[src/rtl/spi_tgt_pkg.sv]
package spi_tgt_pkg;
  localparam logic [3:0] MODE_SEL   = 4'b0100;
  localparam logic [3:0] MODE_NOSEL = 4'b0101;
endpackage

[src/rtl/spi_tgt_sync.sv]
module spi_tgt_sync #(
  parameter int unsigned W      = 3,
  parameter int unsigned STAGES = 2,
  parameter logic [W-1:0] RST_VAL = '0
) (
  input  logic         clk_i,
  input  logic         rst_ni,
  input  logic [W-1:0] d_i,
  output logic [W-1:0] q_o
);
  logic [W-1:0] st_q [STAGES];

  for (genvar g = 0; g < STAGES; g++) begin : g_stage
    always_ff @(posedge clk_i or negedge rst_ni) begin
      if (!rst_ni)     st_q[g] <= RST_VAL;
      else if (g == 0) st_q[g] <= d_i;
      else             st_q[g] <= st_q[(g == 0) ? 0 : g-1];
    end
  end

  assign q_o = st_q[STAGES-1];
endmodule

[src/rtl/spi_tgt_edge.sv]
module spi_tgt_edge (
  input  logic clk_i,
  input  logic rst_ni,
  input  logic lvl_i,
  input  logic idle_i,
  output logic lead_o,
  output logic trail_o
);
  logic prev_q;

  always_ff @(posedge clk_i or negedge rst_ni) begin
    if (!rst_ni) prev_q <= 1'b0;
    else         prev_q <= lvl_i;
  end

  // leading = leaving idle level, trailing = returning to it
  assign lead_o  = (lvl_i != prev_q) && (prev_q == idle_i);
  assign trail_o = (lvl_i != prev_q) && (prev_q != idle_i);
endmodule

[src/rtl/spi_tgt_engine.sv]
module spi_tgt_engine #(
  parameter int unsigned DW = 8,
  localparam int unsigned CW = $clog2(DW)
) (
  input  logic          clk_i,
  input  logic          rst_ni,
  input  logic          clr_i,
  input  logic          samp_i,
  input  logic          shft_i,
  input  logic          shft_starts_i,
  input  logic          sdi_i,
  input  logic [DW-1:0] load_i,
  output logic          sdo_bit_o,
  output logic          busy_o,
  output logic          fin_o,
  output logic [DW-1:0] word_o
);
  localparam logic [CW-1:0] LAST = CW'(DW-1);

  logic [CW-1:0] cnt_q;
  logic          busy_q;
  logic [DW-1:0] rxsr_q, txsr_q;

  always_ff @(posedge clk_i or negedge rst_ni) begin
    if (!rst_ni) begin
      cnt_q  <= '0;
      busy_q <= 1'b0;
      rxsr_q <= '0;
      txsr_q <= '0;
    end else if (clr_i) begin
      cnt_q  <= '0;
      busy_q <= 1'b0;
      rxsr_q <= '0;
      txsr_q <= load_i;
    end else begin
      if (!busy_q) txsr_q <= load_i;  // idle: keep MSB presented
      if (samp_i) begin
        rxsr_q <= {rxsr_q[DW-2:0], sdi_i};
        if (cnt_q == LAST) begin
          cnt_q  <= '0;
          busy_q <= 1'b0;
        end else begin
          cnt_q  <= cnt_q + 1'b1;
          busy_q <= 1'b1;
        end
      end else if (shft_i) begin
        if (busy_q)             txsr_q <= {txsr_q[DW-2:0], 1'b0};
        else if (shft_starts_i) busy_q <= 1'b1;
      end
    end
  end

  assign sdo_bit_o = txsr_q[DW-1];
  assign busy_o    = busy_q;
  assign fin_o     = samp_i && !clr_i && (cnt_q == LAST);
  assign word_o    = {rxsr_q[DW-2:0], sdi_i};
endmodule

[src/rtl/spi_tgt_xcvr.sv]
module spi_tgt_xcvr
  import spi_tgt_pkg::*;
#(
  parameter int unsigned DW          = 8,
  parameter int unsigned SYNC_STAGES = 2
) (
  input  logic          clk_i,
  input  logic          rst_ni,
  input  logic [3:0]    mode_i,
  input  logic          cpol_i,
  input  logic          cke_i,
  input  logic          out_dis_i,
  input  logic          tx_wr_i,
  input  logic [DW-1:0] tx_data_i,
  input  logic          rx_rd_i,
  input  logic          flag_clr_i,
  input  logic          sclk_i,
  input  logic          sdi_i,
  input  logic          ss_ni,
  output logic          sdo_o,
  output logic          sdo_oe_o,
  output logic [DW-1:0] rx_data_o,
  output logic          done_o,
  output logic          rx_full_o,
  output logic          rx_ovf_o,
  output logic          wcol_o
);
  logic [2:0] pins_s;
  logic sclk_s, sdi_s, ss_s;
  logic lead, trail, samp, shft;
  logic en, sel_mode, eng_clr;
  logic busy, fin;
  logic [DW-1:0] word;
  logic [DW-1:0] tx_buf_q, rx_buf_q;
  logic done_q, full_q, ovf_q, wcol_q;

  spi_tgt_sync #(.W(3), .STAGES(SYNC_STAGES), .RST_VAL(3'b100)) u_sync (
    .clk_i (clk_i),
    .rst_ni(rst_ni),
    .d_i   ({ss_ni, sdi_i, sclk_i}),
    .q_o   (pins_s)
  );
  assign {ss_s, sdi_s, sclk_s} = pins_s;

  spi_tgt_edge u_edge (
    .clk_i  (clk_i),
    .rst_ni (rst_ni),
    .lvl_i  (sclk_s),
    .idle_i (cpol_i),
    .lead_o (lead),
    .trail_o(trail)
  );

  assign en       = (mode_i == MODE_SEL) || (mode_i == MODE_NOSEL);
  assign sel_mode = (mode_i == MODE_SEL);
  assign eng_clr  = !en || (sel_mode && ss_s);
  assign samp     = cke_i ? lead  : trail;
  assign shft     = cke_i ? trail : lead;

  spi_tgt_engine #(.DW(DW)) u_eng (
    .clk_i        (clk_i),
    .rst_ni       (rst_ni),
    .clr_i        (eng_clr),
    .samp_i       (samp),
    .shft_i       (shft),
    .shft_starts_i(!cke_i),
    .sdi_i        (sdi_s),
    .load_i       (tx_buf_q),
    .sdo_bit_o    (sdo_o),
    .busy_o       (busy),
    .fin_o        (fin),
    .word_o       (word)
  );

  // raw select pin: release without synchronizer delay
  assign sdo_oe_o = en && !out_dis_i && !(sel_mode && ss_ni);

  always_ff @(posedge clk_i or negedge rst_ni) begin
    if (!rst_ni) begin
      tx_buf_q <= '0;
      wcol_q   <= 1'b0;
    end else begin
      if (flag_clr_i) wcol_q <= 1'b0;
      if (tx_wr_i) begin
        if (busy) wcol_q   <= 1'b1;
        else      tx_buf_q <= tx_data_i;
      end
    end
  end

  always_ff @(posedge clk_i or negedge rst_ni) begin
    if (!rst_ni) begin
      rx_buf_q <= '0;
      done_q   <= 1'b0;
      full_q   <= 1'b0;
      ovf_q    <= 1'b0;
    end else begin
      done_q <= fin;
      if (flag_clr_i) ovf_q <= 1'b0;
      if (fin) begin
        if (full_q) ovf_q <= 1'b1;
        else begin
          rx_buf_q <= word;
          full_q   <= 1'b1;
        end
      end else if (rx_rd_i) begin
        full_q <= 1'b0;
      end
    end
  end

  assign rx_data_o = rx_buf_q;
  assign done_o    = done_q;
  assign rx_full_o = full_q;
  assign rx_ovf_o  = ovf_q;
  assign wcol_o    = wcol_q;
endmodule

[config.mk]
export PLATFORM = sky130hd
export DESIGN_NAME = spi_tgt_xcvr
export DESIGN_NICKNAME = d
export VERILOG_FILES = /design/src/rtl/spi_tgt_pkg.sv /design/src/rtl/spi_tgt_sync.sv /design/src/rtl/spi_tgt_edge.sv /design/src/rtl/spi_tgt_engine.sv /design/src/rtl/spi_tgt_xcvr.sv
export SDC_FILE = /design/constraint.sdc
export NUM_CORES = 1
export LEC_CHECK = 0
export CORE_UTILIZATION = 40
export CTS_BUF_LIST = sky130_fd_sc_hd__clkbuf_8
export DETAILED_ROUTE_END_ITERATION = 7
export GPL_ROUTABILITY_DRIVEN = 1
export PLACE_DENSITY = 0.7
export SYNTH_ARGS = -nofsm -noshare
export SYNTH_HDL_FRONTEND = slang
export SYNTH_SLANG_ARGS = --single-unit
[constraint.sdc]
create_clock -name clk_i -period 2.7 [get_ports clk_i]
set_clock_uncertainty 0.15 [all_clocks]
set_input_delay 0.27 -clock clk_i [delete_from_list [all_inputs] [get_ports clk_i]]
set_output_delay 0.27 -clock clk_i [all_outputs]
set_load 0.05 [all_outputs]
Yosys cells after proc, flatten, opt, wreduce, memory -nomap -nowiden

Index checks and enable logic that the tools add are counted.
Widths: inputs -> output; s select.

$add $sub $neg: 1
Eq/ne operators: 6
Muxes and demuxes: 26
Bitwise gates (word level): 2
Reduce and logical (&&, ||, !) cells: 19

Operator list:

| cell                | count |
|---|---|
| $mux 8              | 5 |
| $mux 1              | 16 |
| $mux 7              | 2 |
| $mux 3              | 3 |
| $eq 4x3->1 const B  | 2 |
| $logic_and 1x1->1   | 8 |
| $logic_not 1->1     | 4 |
| $reduce_and 2->1    | 2 |
| $reduce_bool 2->1   | 2 |
| $add 3x1->3 const B | 1 |
| $eq 3x3->1 const B  | 1 |
| $reduce_bool 3->1   | 1 |
| $logic_or 1x1->1    | 2 |
| $ne 1x1->1          | 2 |
| $not 1->1           | 2 |
| $eq 1x1->1          | 1 |

Register bits: 46
Input bits: 23
Output and inout port bits: 14
Word-level logic and storage cells: 67

Logic depth before layout (Yosys ltp)

Gate-level depths: netlist (run 1).

Depth after elaboration: 8
Depth in mapped cells: 5
Mapped depth without buffers: 5

Cells and area by module

Synthesis (run 1) repeated with hierarchy kept, for this count alone.

Cell total of the unflattened synthesis: 147
Area, all modules: 1981.9 µm²

By module, submodules not included:

| module         | instances | cells each | area each (µm²) | seq. area each (µm²) |
|---|---|---|---|---|
| spi_tgt_engine | 1         | 78         | 885.8           | 475.5 |
| spi_tgt_xcvr   | 1         | 55         | 862.1           | 500.5 |
| spi_tgt_sync   | 1         | 9          | 175.2           | 152.6 |
| spi_tgt_edge   | 1         | 5          | 58.8            | 25.0 |

Least setup slack after synthesis (run 1)

OpenSTA, ideal clock, no wires.

Path type: input to output
From: input mode_i[1]
To: output sdo_oe_o
Data arrival time: 1785 ps
Required time: 2280 ps
Path slack: 495 ps
Cell stages on the path: 2
Path buffers: 0
Cells stage by stage: nor3b_1 -> nor3b_1

Word-level cells in the longest chain between the ends: 4
Elaborated cells between the ends (all ways): 7
Classes of those cells: eq/ne (2); reduce/logical (5)

Ends and longest elaborated chain:

| what                                                         | RTL line                               | RTL |
|---|---|---|
| start: declaration                                           | spi_tgt_xcvr.sv:9                      | `input logic [3:0] mode_i,` |
| $eq 4x3->1, on equally long branches                         | spi_tgt_xcvr.sv:54, spi_tgt_xcvr.sv:55 |  |
| $logic_or 1x1->1 / $logic_and 1x1->1 (equally long branches) | spi_tgt_xcvr.sv:54, spi_tgt_xcvr.sv:76 |  |
| $logic_and 1x1->1 / $logic_not 1->1 (equally long branches)  | spi_tgt_xcvr.sv:76                     | `assign sdo_oe_o = en && !out_dis_i && !(sel_mode && ss_ni);` |
| $logic_and 1x1->1 (*)                                        | spi_tgt_xcvr.sv:76                     |  |
| end: declaration                                             | spi_tgt_xcvr.sv:21                     | `output logic sdo_oe_o,` |

Mark *: on every way between the ends. The rest lies on a longest branch, timed or not.

Final worst setup path (run 1)

From: input mode_i[2]
To: register rx_buf_q[7] (netlist: rx_data_o[7])

Word-level cells in the longest chain between the ends: 8
Elaborated cells between the ends (all ways): 10
Classes of those cells: eq/ne (2); reduce/logical (8)

Ends and longest elaborated chain:

| what                                  | RTL line                               | RTL |
|---|---|---|
| $eq 4x3->1, on equally long branches  | spi_tgt_xcvr.sv:54, spi_tgt_xcvr.sv:55 |  |
| $logic_or 1x1->1                      | spi_tgt_xcvr.sv:54                     | `assign en = (mode_i == MODE_SEL) \|\| (mode_i == MODE_NOSEL);` |
| $logic_not 1->1                       | spi_tgt_xcvr.sv:56                     | `assign eng_clr = !en \|\| (sel_mode && ss_s);` |
| $logic_or 1x1->1 (*)                  | spi_tgt_xcvr.sv:56                     |  |
| $logic_not 1->1 (*)                   | spi_tgt_engine.sv:55                   | `assign fin_o = samp_i && !clr_i && (cnt_q == LAST);` |
| $logic_and 1x1->1 (*) (2 in a row)    | spi_tgt_engine.sv:55                   |  |
| $reduce_and 2->1 (no source line) (*) | n/a                                    |  |
| end signal: assignment                | spi_tgt_xcvr.sv:103                    | `rx_buf_q <= word;` |
| end: declaration                      | spi_tgt_xcvr.sv:34                     | `logic [DW-1:0] tx_buf_q, rx_buf_q;` |

Marks and branches as above.
A chain may end at the register's enable or synchronous reset.

==> impl_results.md, run 1 <==
- Status: finished clean
- Power Density: 619.3 nW/µm²
- Routed vias: 1206
- Max Cap Viol: 0
- DRT Pass-1 Iters: 4
- RSZ-0062 raised after global routing: false
- Hold path depth: 0
- Synth Area in Adders: under 10%
- Gr ovfl total: 0
- VDD IR-drop max: 394.1 µV
- Largest net degree at the start of global routing: 47
- Mean Syn Cell Area: 12.54 µm²
- H-tree levels: 2
- Yosys cell types: 29
- Die span in y: 69.88 µm
- Number of global-route vias before repair: about 1200
- Ports: 37
- Synth top area share: 59.74%
- Syn nets: about 170
- Routed WL: 2980 µm
- Slew Limit Headroom: a little over a third
- Switching Fraction: 20.64%
- GRT Total Usage: 14.36%
- Tmin final: 2.206 ns
- Cell family with most CP delay: simple AND/OR/NAND/NOR gates
- Clock latency on the worst-skew pair: 0.30 ns
- Drt drc: 0
- Synthesized area: 1843 µm²
- PnR worst setup slack: 0.4940 ns
- Inst Count DP: 235
- Post-CTS Resized: 0
- Setup violations, final: 0
- Hold Crit Class: register to register
- Synth warn: 0
- Cts bufs inserted: 5
- Crit Path Class: primary input to register
- #FFs+latches synth: 46
- Post-synthesis mux area share: 15.68%
- Slew Limit Fails: 0
- Hold violation count in the final report: 0
- Clock transition at the registers of the reported paths: about 0.08 ns
- Initial Utilization: 42.04%
- TritonCTS clock tree: done
- Worst-Margin Slew: 0.9572 ns
- Nets: 216
- Root buffer cell: clkbuf_8
- ANT cells: 0
- Layout fillers: roughly 370
- LEAKAGE: 1.070 nW
- Clock Tree Buf Depth: 2
- Placer congestion estimate: 0.7554
- First-pass GRT wire length: 5423 µm
- Bufs and invs on worst path: 1
- Post-route insts no fill: 244
- Critical Path RT: roughly 2.7 ns
- Synth Area in Compound Gates: 6.993%
- WP data arrival: about 2.3 ns
- Worst path depth: 5
- Layout cells sized above 1: ~18%
- Setup TNS: 0 ns
- Slowest cell on crit path: nor4_4
- WL/cell: about 12 µm
- Pint: 1.193 mW
- Via density: 4.943
- Comb power frac: 9.5%
- Cell Chain, Critical Path: clkdlybuf4s50_1, nor3b_1, nand2_1, nor4_4, mux2_2
- Dpl hpwl: ~2200 µm
- Initial drt markers: 35
- Mapped Cells: 147
- Initial antenna violation count: 0
- Core area: 4384 µm²
- Port bufs: 36
- Worst setup EP type: register
- Sink Count: 46
- Sequential Power Share: 49.2%
- # rows: 24
- Slowest cell delay on critical path: between 0.5 and 0.6 ns
- Die W: 69.88 µm
- Final period util: 81.70%
- Syn-to-layout area delta: 31.70%
- Post-synthesis xor/xnor area fraction: less than 1%
- Clock Power Share: 41.3%
- Antenna viol nets, final: 0
- R2R depth: 4
- Simple-gate portion of the synthesized area: around 11%
- Startpoint Class: primary input
- Top post-synthesis cells by area: dfrtp_1 (60%), mux2_2 (9.8%), nand2_1 (5.5%)
- Post-synth top area cell: dfrtp_1
- Full die area: about 5000 µm²
- Psw: 0.3103 mW
- Setup bufs post-CTS: 0
- Post-Place Worst Slack: 0.1543 ns
- Largest family of logic cells by synthesized area: multiplexers
- Fmax: 0.4533 GHz
- Seq/Total Area, Yosys: 62.59%
- Worst Path Max Fanout: 8
cell families after synthesis:
| family | Yosys count |
|---|---|
| buffers and inverters | 7 |
| AND/OR/NAND/NOR | 41 |
| adder cells (fa/ha/maj) | 2 |
| multiplexers | 26 |
| AO/OA/AOI/OAI | 23 |
| XOR/XNOR | 2 |
| flip-flops | 46 |
routing by layer:
layer	GRT usage (%)	vias up	routed length [µm]
met5	0	-	0
met4	4.667	0	44
met3	5.628	8	152
met2	23.29	29	1450
met1	17.58	576	1332
li1	-	593	-
sequential cells by signal, summed over array words and instances (netlist names), 3 cells and up:
| register | count |
|---|---|
| rx_data_o | 8 |
| tx_buf_q | 8 |
| u_eng.txsr_q | 8 |
| u_eng.rxsr_q | 7 |
| u_eng.cnt_q | 3 |
| u_sync.q_o | 3 |
| u_sync.st_q | 3 |
through the flow:
step                utilization, %  power (mW)  hold WS, ns  area (µm²)
global route                 55.37       1.572       0.2167        2427
finish                       55.37       1.503       0.2041        2427
detailed placement           51.88      0.8985       0.1926        2275
CTS                          55.37       1.522       0.2087        2427
floorplan                        -      0.8271      -0.1756        1843
global placement             51.88      0.8921       0.1827        2275
power by group through the flow:
stage                     Clock, mW  Combinational, mW  Sequential (mW)
final                         0.621              0.143            0.740
after detailed placement          0              0.144            0.754
after CTS                     0.636              0.146            0.740
after global placement            0              0.140            0.752
after floorplan                   0             0.0706            0.756
after global routing          0.666              0.162            0.744
cells in the final DEF (no fill, tap or decap), drive strengths merged, types with 3 or more instances in the layout:
master,instances
buf,6
mux2i,9
a21oi,10
mux2,17
dfrtp,44
clkdlybuf4s50,34
nand2,27
inv,3
o21ai,8
clkbuf,6
path summary, 6_finish.rpt:
| kind | slack [ns] | endpoint | start |
|---|---|---|---|
| min in group asynchronous | 0.51 | done_o | rst_ni |
| worst max register to register | 0.54 | rx_data_o[7] | u_sync.q_o[0] |
| max in group asynchronous | 1.30 | u_eng.cnt_q[0] | rst_ni |
| worst max-delay path | 0.49 | rx_data_o[7] | mode_i[2] |
| worst min-delay path | 0.20 | u_sync.q_o[1] | u_sync.st_q[4] |
| worst min register to register | 0.20 | u_sync.q_o[1] | u_sync.st_q[4] |
layout make-up:
type	count	area, µm²	share of cell area [%]
clock buffer	6	82.58	3.402
tap	52	65.06	2.680
inverter	3	11.26	0.4639
sequential	46	1154	47.53
timing repair buffer	41	392.9	16.19
clock inverter	2	60.06	2.474
multi-input combinational	94	661.9	27.27
what timing repair did:
action,4_1_cts,5_1_grt
endpoints found under the hold margin,2,0
setup endpoints to repair,0,0
hold buffers,1,0
synth_stat cells:
master,number
nor2b_1,2
mux2i_1,8
buf_1,1
nand2b_1,2
buf_2,1
a21oi_1,10
clkbuf_1,2
inv_1,3
a22oi_1,1
dfrtp_1,44
nor3_1,1
ha_1,2
mux2_4,1
o21ai_0,8
nand2_1,27
nand4_1,1
nand3_1,2
a21o_1,1
mux2i_2,1
nor4_4,1
or2b_1,1
nor2_1,1
o22ai_1,1
xnor2_1,2
mux2_2,16
nor3b_1,2
dfstp_2,2
or3_1,1
a22o_1,2
Power figures use the tool's default switching activity.
==> run 2: changes to the inputs <==
--- a/config.mk
+++ b/config.mk
@@ -9,7 +9,7 @@
 export CTS_BUF_LIST = sky130_fd_sc_hd__clkbuf_8
 export DETAILED_ROUTE_END_ITERATION = 7
 export GPL_ROUTABILITY_DRIVEN = 1
-export PLACE_DENSITY = 0.7
+export PLACE_DENSITY = 0.72
 export SYNTH_ARGS = -nofsm -noshare
 export SYNTH_HDL_FRONTEND = slang
 export SYNTH_SLANG_ARGS = --single-unit
==> constraint.sdc (replaced) <==
create_clock -name clk_i -period 2 [get_ports clk_i]
set_clock_uncertainty 0.15 [all_clocks]
set_input_delay 0.2 -clock clk_i [delete_from_list [all_inputs] [get_ports clk_i]]
set_output_delay 0.2 -clock clk_i [all_outputs]
set_load 0.05 [all_outputs]
==> run 2 against run 1 <==
Hold slack lost 0.018 ns. Utilization up 1.1 points. Non-clock buffer count rose by 8. Final cell count increased by 3.3%. First-iteration DRC count rose by 63%. Sequential power grew 35%. Critical endpoint is now rx_data_o[1]. Largest cell class unchanged. Highest routed layer unchanged.
==> impl_results.md, run 2 (synthesis gave the netlist of run 1 again) <==
- Ports: 37 (unchanged)
- Initial drt markers: 57 (+63%)
- RSZ-0062 raised after global routing: false
- DRT Pass-1 Iters: 4 (unchanged)
- Seq. cell area: 1154 µm² (unchanged)
- LEAKAGE: 1.099 nW (+2.7%)
- Clock transition at the registers of the reported paths: 0.08 ns (about the same)
- Tmin final: between 1.5 and 2 ns
- Core area: 4384 µm² (unchanged)
- Largest net degree at the start of global routing: 47 (unchanged)
- Layout fillers: 367 (-0.54%)
- Crit Path Class: register to register
- Critical Path Source: u_sync.q_o[0]
- Routed WL: 3187 µm (+6.9%)
- Gr ovfl total: 0 (unchanged)
- Slowest cell on crit path: dfrtp_1
- Cell Chain, Critical Path: or2b_1, mux2_4, nor4_4, buf_6, mux2_2
- Antenna viol nets, final: 0 (unchanged)
- Port bufs: 36 (unchanged)
- Power Density: 753.8 nW/µm² (+22%)
- Design area: 2476 µm² (+2.0%)
- Max Cap Viol: 0 (unchanged)
- Slowest cell delay on critical path: 0.39 ns (-0.16 ns)
- Syn-to-layout area delta: 34.35%
- Die span in y: 69.88 µm (unchanged)
- Post-Place Worst Slack: -0.2300 ns (-0.3843 ns)
- GRT Total Usage: 14.69% (+0.33 points)
- Slew Limit Headroom: 63.35% (+27 points)
- Clock latency on the worst-skew pair: 0.29 ns (about the same)
- Multi-input logic area: 666.9 µm² (+0.76%)
- Final period util: 96.77%
- VDD IR-drop max: 443.7 µV (+13%)
- First-pass GRT wire length: 5575 µm (+2.8%)
- Worst Path Max Fanout: 8 (unchanged)
- WL/cell: 12.65 µm (+3.6%)
- Setup bufs post-CTS: 0 (unchanged)
- Most frequent cells in the layout: dfrtp_1 (44), clkdlybuf4s50_1 (34), nand2_1 (27), mux2_2 (16), buf_4 (11)
- ANT cells: 0 (unchanged)
- Via density: 4.980 (+0.76%)
- DP Area: 2352 µm² (+3.4%)
- Fmax: 0.5167 GHz
- H-tree levels: 2 (unchanged)
- R2R Setup Slk: 0.06 ns (-0.48 ns)
- CP endpoint: rx_data_o[1]
- Commonest non-fill, non-tap cell in the layout: dfrtp_1
- Initial antenna violation count: 0 (unchanged)
- PnR worst setup slack: 0.06466 ns (-0.4293 ns)
- Reg-to-Reg End: rx_data_o[1]
- Dpl hpwl: 2386 µm (+10%)
- Placer congestion estimate: 0.7829 (+3.6%)
- Die W: 69.88 µm (unchanged)
- Util after Layout: 56.48% (+1.1 points)
- Clock Tree Buf Depth: 2 (unchanged)
- WP data arrival: 1.97 ns (-0.28 ns)
- # rows: 24 (unchanged)
- Hold Crit Class: primary input to register
- Drt drc: 0 (unchanged)
- Startpoint Class: register
- Root buffer cell: clkbuf_8
- TritonCTS clock tree: done
- RR Startpoint: u_sync.q_o[0]
- Layout cells sized above 1: 21.50% (+3.3 points)
- Number of global-route vias before repair: 1232 (+5.2%)
- Sink Count: 46 (unchanged)
- Nets: 224 (+3.7%)
- Full die area: 4883 µm² (unchanged)
- Routed vias: 1255 (+4.1%)
- Critical Path RT: 2.03 ns (-0.71 ns)
- Setup violations, final: 0 (unchanged)
- Worst-Margin Slew: 0.5498 ns (-0.4074 ns)
- Worst setup EP type: register
- Slew Limit Fails: 0 (unchanged)
- Initial Utilization: 42.04% (unchanged)
- Hold violation count in the final report: 0 (unchanged)
- Pwr Total: 1.866 mW (+24%)
- Status: finished clean
- R2R depth: 5 (+1)
- Cts bufs inserted: 5 (unchanged)
run 2: cell types whose count changed in the layout (fill, tap and decap cells not counted), sizes merged:
| cell | previous run | this run |
|---|---|---|
| clkinvlp | 0 | 1 |
| bufinv | 2 | 1 |
| clkbuf | 6 | 5 |
| inv | 3 | 4 |
| buf | 6 | 14 |
run 2: cell type report:
class                           instances  share of cell area [%]
Timing Repair Buffer                   49                   18.95
Inverter                                3                  0.4548
Tap cell                               52                   2.628
Multi-Input combinational cell         94                   26.93
Clock inverter                          3                   1.668
Clock buffer                            5                   2.779
Sequential cell                        46                   46.59
run 2: repair_timing:
action | CTS | global route
resized for setup | 0 | 1
endpoints found under the setup margin | 0 | 4
endpoints found under the hold margin | 44 | 0
hold buffers | 1 | 0
run 2: worst max-delay path: cells and delay by family (launching register included):
family                 cells  cell delay [ns]
muxes                      2             0.65
DFF                        1             0.39
buffers and inverters      1             0.18
and+or+nand+nor            2             0.45
run 2: how the worst min path moves through the flow:
stage                       from              to  slack [ns]  cells past startpoint
after floorplan           rst_ni          done_o       -0.25                      0
after global placement    rst_ni  u_eng.cnt_q[2]        0.15                      2
after detailed placement  rst_ni  u_eng.cnt_q[2]        0.16                      2
after CTS                  sdi_i  u_sync.st_q[4]        0.18                      1
after global routing       sdi_i  u_sync.st_q[4]        0.17                      1
final                      ss_ni  u_sync.st_q[5]        0.19                      1
run 2: per-stage QoR:
| step | std cells | setup TNS [ns] | hold slack, ns |
|---|---|---|---|
| 3_3_place_gp | 243 | -1.579 | 0.1486 |
| 3_5_place_dp | 243 | -2.264 | 0.1619 |
| 6_report | 252 | 0 | 0.1858 |
| 5_1_grt | 252 | 0 | 0.1682 |
| 2_1_floorplan | 147 | 0 | -0.2456 |
| 4_1_cts | 252 | 0 | 0.1790 |
run 2: power by group:
part	internal, mW	leakage [nW]	switching, mW
logic	0.112	0.456	0.0948
registers	0.976	0.587	0.0236
clock network	0.367	0.0556	0.293
run 2: metal layers:
| metal | global-route usage, % | up-vias | share of wire, % |
|---|---|---|---|
| met5 | 0 | - | 0 |
| met4 | 4.667 | 0 | 0.94 |
| met3 | 5.195 | 4 | 4.6 |
| met2 | 24.57 | 39 | 52 |
| met1 | 17.75 | 603 | 43 |
| li1 | - | 609 | - |
==> run 3: changes to the inputs <==
--- a/config.mk
+++ b/config.mk
@@ -10,6 +10,7 @@
 export DETAILED_ROUTE_END_ITERATION = 7
 export GPL_ROUTABILITY_DRIVEN = 1
 export PLACE_DENSITY = 0.72
+export SLEW_MARGIN = 20
 export SYNTH_ARGS = -nofsm -noshare
 export SYNTH_HDL_FRONTEND = slang
 export SYNTH_SLANG_ARGS = --single-unit
==> results of run 3 <==
No change in the layout: final DEF, timing and power equal those of run 2.
